===== src/rtl/irq_resolver.sv =====
module irq_resolver #(
  parameter int NLINES       = 8,
  parameter bit IS_MASTER    = 1'b1,
  parameter int CASCADE_LINE = 2,
  localparam int LW          = $clog2(NLINES)
) (
  input  logic              clk,
  input  logic              rst,
  input  logic [NLINES-1:0] req_pin,
  input  logic [NLINES-1:0] trig_mode,
  input  logic [NLINES-1:0] mask_in,
  input  logic [NLINES-1:0] isr_in,
  input  logic [LW-1:0]     rot_base,
  input  logic              sfn_en,
  output logic              irq_pend,
  output logic [LW-1:0]     irq_line
);
  localparam logic [LW:0] NONE = (LW+1)'(NLINES);

  logic [NLINES-1:0] irr, last_lvl, imr, isr;
  logic [LW-1:0]     rot;
  logic              sfn;

  function automatic logic [LW:0] best_pos(input logic [NLINES-1:0] v,
                                           input logic [LW-1:0] r);
    best_pos = NONE;
    for (int p = NLINES - 1; p >= 0; p--)
      if (v[LW'(LW'(p) + r)]) best_pos = (LW+1)'(p);
  endfunction

  logic [NLINES-1:0] cand, isr_cmp;
  logic [LW:0]       cand_pos, isr_pos;

  assign cand     = irr & ~imr;
  assign isr_cmp  = (IS_MASTER && sfn) ? (isr & ~(NLINES'(1) << CASCADE_LINE)) : isr;
  assign cand_pos = best_pos(cand, rot);
  assign isr_pos  = best_pos(isr_cmp, rot);

  always_ff @(posedge clk) begin
    if (rst) begin
      irr      <= '0;
      last_lvl <= '0;
      imr      <= '0;
      isr      <= '0;
      rot      <= '0;
      sfn      <= 1'b0;
    end else begin
      irr      <= (trig_mode & req_pin) | (~trig_mode & (irr | (req_pin & ~last_lvl)));
      last_lvl <= req_pin;
      imr      <= mask_in;
      isr      <= isr_in;
      rot      <= rot_base;
      sfn      <= sfn_en;
    end
  end

  always_ff @(posedge clk) begin
    if (rst) begin
      irq_pend <= 1'b0;
      irq_line <= '0;
    end else if (cand_pos < isr_pos) begin
      irq_pend <= 1'b1;
      irq_line <= cand_pos[LW-1:0] + rot;
    end else begin
      irq_pend <= 1'b0;
      irq_line <= '0;
    end
  end
endmodule



===== config.mk =====
export PLATFORM = sky130hd
export DESIGN_NAME = irq_resolver
export DESIGN_NICKNAME = d
export VERILOG_FILES = /design/src/rtl/irq_resolver.sv
export SDC_FILE = /design/constraint.sdc
export NUM_CORES = 1
export LEC_CHECK = 0
export BUFFER_PORTS_ARGS = -buffer_cell sky130_fd_sc_hd__buf_2
export CELL_PAD_IN_SITES_DETAIL_PLACEMENT = 1
export CELL_PAD_IN_SITES_GLOBAL_PLACEMENT = 1
export CORE_MARGIN = 4
export CORE_UTILIZATION = 40
export DETAILED_ROUTE_END_ITERATION = 16
export GPL_TIMING_DRIVEN = 0
export PLACE_DENSITY = 0.8
export SLEW_MARGIN = 20
export SYNTH_ARGS = -nofsm -noshare
export SYNTH_HDL_FRONTEND = slang
export SYNTH_SLANG_ARGS = --single-unit
export TNS_END_PERCENT = 1

===== constraint.sdc =====
create_clock -name clk -period 4.8 [get_ports clk]
set_clock_uncertainty 0.2 [all_clocks]
set_input_delay 0.48 -clock clk [delete_from_list [all_inputs] [get_ports clk]]
set_output_delay 0.48 -clock clk [all_outputs]
set_load 0.05 [all_outputs]

==> impl_results.md <==
* Clock-pin slew reported for the worst setup and hold paths after clock tree synthesis at roughly 0.080 ns
* CTS Root Cell: clkbuf_8
* Critical setup path kind: register to register
* Total detailed-routing wirelength at between 4 and 5 mm
* Upper clock frequency limit at 0.271 GHz
* Commonest non-fill, non-tap cell in the layout: buf_2
* Proportion of register bits with asynchronous set or reset after synthesis at 0%
* Clock tree from TritonCTS: done
* Leftover overflow at the end of global routing at 0
* Area of the die at slightly below 7000 sq um
* Routability-driven placement congestion ratio at around 0.75
* Transition time at the pin with the least slew margin at 0.551 ns
* Half-perimeter wire length of the detailed placement result at 3.88 mm
* Shortest period the worst path allows at roughly 3.7 ns
* Register area share after synthesis at between 30% and 40%
* Arrival time of data at the critical path endpoint at around 3.7 ns
* Clock buffer count from CTS at 5
* Global-route usage over all layers at between 10% and 20%
* Reg area at between 800 and 900 sq um
* Netlist Area Pre-Place at around 2300 sq um
* Effective utilization at floorplan at 41.1%
* Cts-stage hold buffer count at 0
* Routed length per instance at approximately 15 microns
* Most instantiated flip-flop cell in the synthesis netlist: dfxtp_1
* Critical Path End Type: register
* Maximum number of pins on one net before global-route repair at 13
* Final routed DRC violation total at 0
* Number of optimization iterations in the first detailed-route pass at 4
* Remaining antenna violation count after routing at 0
* Crit path max fanout at 8
* Number of flops mapped to enable cells by yosys at 0
* Kind of start point of the critical path: register
* Fraction of layout instances using a drive strength above 1 at 29.8%
* Leakage power at around 1.1 nW
* List of cells traversed by the critical path: inv_2, ha_1, buf_2, mux4_1, mux2i_1, nand2_1, or3_1, ha_1, nand2_1, and4b_1, nand4_2, a21oi_1
* Flip-flop and latch count after synthesis at 40
* Vias in the first global route at about 1.8k
* Headroom to the max-slew limit at between 60% and 70%
* Synthesized instance count at roughly 210
* Startpoint of the lowest-slack hold path: isr_in[3]
* Max-capacitance violation count at 0
* Run status: finished clean
* Standard cell with the maximum stage delay on the critical path: mux4_1
* Count of antenna diodes in the layout at 0
* Setup repair after global routing missed its margin: false
* Origin of the critical flop-to-flop path: rot[1]
* Number of sinks driven by the clock tree at 40
* Worst-case vdd ir drop at 0.000173 V
* Endpoint required time on the critical path at 4.83 ns
* Critical path buffer and inverter count at 2
* Quantity of I/O buffers inserted on ports at 40
* Final cycle utilization of the critical path at around 77%
* Crit-path max cell delay at ~0.63 ns
* First-pass GRT wire length at 8.13 mm
* Core area at around 5500 sq um
* Number of levels the H-tree was split into at 2
* Top cell family by delay on the critical path: simple AND/OR/NAND/NOR gates
* Post-synthesis net count at 252
* Synthesis-to-finish area growth at 16.6%
* Area occupied by multi-input gates at approximately 1400 sq um
* Number of endpoints failing setup at the final stage at 0
* Number of core rows at 27
* Max-slew violation count at 0
* Worst Setup SP: rot[1]
* Tightest Hold Check Type: input port to register
* Avg Synthesized Cell Area at around 11 sq um
* Post CTS Setup Buffer Count at 0
* Final-report hold violation count at 0
* Iter 0 DRT Violations at 30
* Yosys warning total at 0
* Routed via count at ~1.7k
* Resize count post-CTS at 0
* Overall die width at between 80 and 90 microns
* Pwr/cell area at between 300 and 400 nW/um^2
* Number of top-level design ports at between 40 and 50
* Commonest cells after routing, fill and taps aside: buf_2 (41), dfxtp_1 (40), nor2b_1 (29)
* Layout fillers at 645
* Total Nets Final at 299
* Number of antenna violations at the first check in global routing at 0
* Count of unique library cells instantiated by Yosys at 39
* Die height at around 83 microns
* CTS Buffer Depth at 2
* Setup TNS after final layout at 0 ns
* Worst hold-check slack at approximately 0.18 ns
* Insertion delay to the later sink of the worst-skew pair at roughly 0.3 ns
* Routed via count divided by cell count at around 5.1
cells in the mapped netlist, types with 4 or more instances:
| master | instances | area (sq um) |
|---|---|---|
| ha_1 | 6 | 75.1 |
| clkbuf_1 | 4 | 15.0 |
| mux4_1 | 10 | 263 |
| mux2i_1 | 7 | 70.1 |
| mux2_2 | 7 | 78.8 |
| nor2_1 | 5 | 18.8 |
| dfxtp_1 | 40 | 801 |
| nand2_1 | 11 | 41.3 |
| inv_1 | 12 | 45.0 |
| nor2b_1 | 29 | 181 |
| nand2b_1 | 17 | 106 |
| mux4_2 | 6 | 135 |
| o21ai_0 | 11 | 55.1 |
| a21oi_1 | 10 | 50.1 |
logic make-up after synthesis:
| logic type | Yosys count | share of synthesized area, % |
|---|---|---|
| buf+inv | 21 | 4.20 |
| compound gates | 28 | 6.97 |
| fa+ha+maj | 7 | 4.20 |
| xor+xnor | 4 | 2.71 |
| flops | 40 | 35.4 |
| mux | 33 | 26.8 |
| simple gates | 74 | 19.7 |
per-layer routing:
layer	GRT usage, %	routed length (microns)	share of wire, %
met1	16.9	2020	42
met3	2.78	196	4.1
met4	6.69	93	1.9
met5	0	0	0
met2	26.0	2480	52
power by group:
group | switching (mW) | leakage, nW | internal, mW
registers | 0.0117 | 0.333 | 0.362
logic | 0.160 | 0.753 | 0.121
clock network | 0.121 | 0.0424 | 0.104
flip-flops by register name, indices dropped and copies added, names as in the netlist:
signal,count
irq_line,3
irr,8
irq_pend,1
imr,8
last_lvl,8
isr,8
rot,3
sfn,1
worst reg2reg max path, stage by stage, from the launching register on:
cell and delay [ns]:
dfxtp_1 0.52, inv_2 0.15, ha_1 0.30, buf_2 0.22
mux4_1 0.63, mux2i_1 0.20, nand2_1 0.11, or3_1 0.40
ha_1 0.30, nand2_1 0.06, and4b_1 0.22, nand4_2 0.14
a21oi_1 0.17
stage by stage:
step	area [sq um]	worst slack [ns]	std cells	total power, mW	utilization [%]
detailed placement	2550	1.05	319	0.666	46.4
CTS	2640	1.07	327	0.898	47.9
global placement	2550	1.22	319	0.652	46.4
floorplan	2260	1.55	207	0.598	-
global route	2640	0.805	327	0.938	47.9
finish	2640	1.11	327	0.879	47.9
final cells by class:
cell class / instances / area share (%)
Multi-Input combinational cell: 146 / 51.8
Sequential cell: 40 / 30.3
Timing Repair Buffer: 40 / 7.59
Tap cell: 72 / 3.41
Clock buffer: 7 / 2.89
Inverter: 14 / 1.99
Buffer: 7 / 1.61
Clock inverter: 1 / 0.332
final timing paths:
check / endpoint / slack [ns] / cells after the start
max reg2reg: irq_line[1] / 1.11 / 12
min reg2reg: irr[3] / 0.28 / 2
max: irq_line[1] / 1.11 / 12
min: isr[3] / 0.18 / 2
Power figures use the tool's default switching activity.
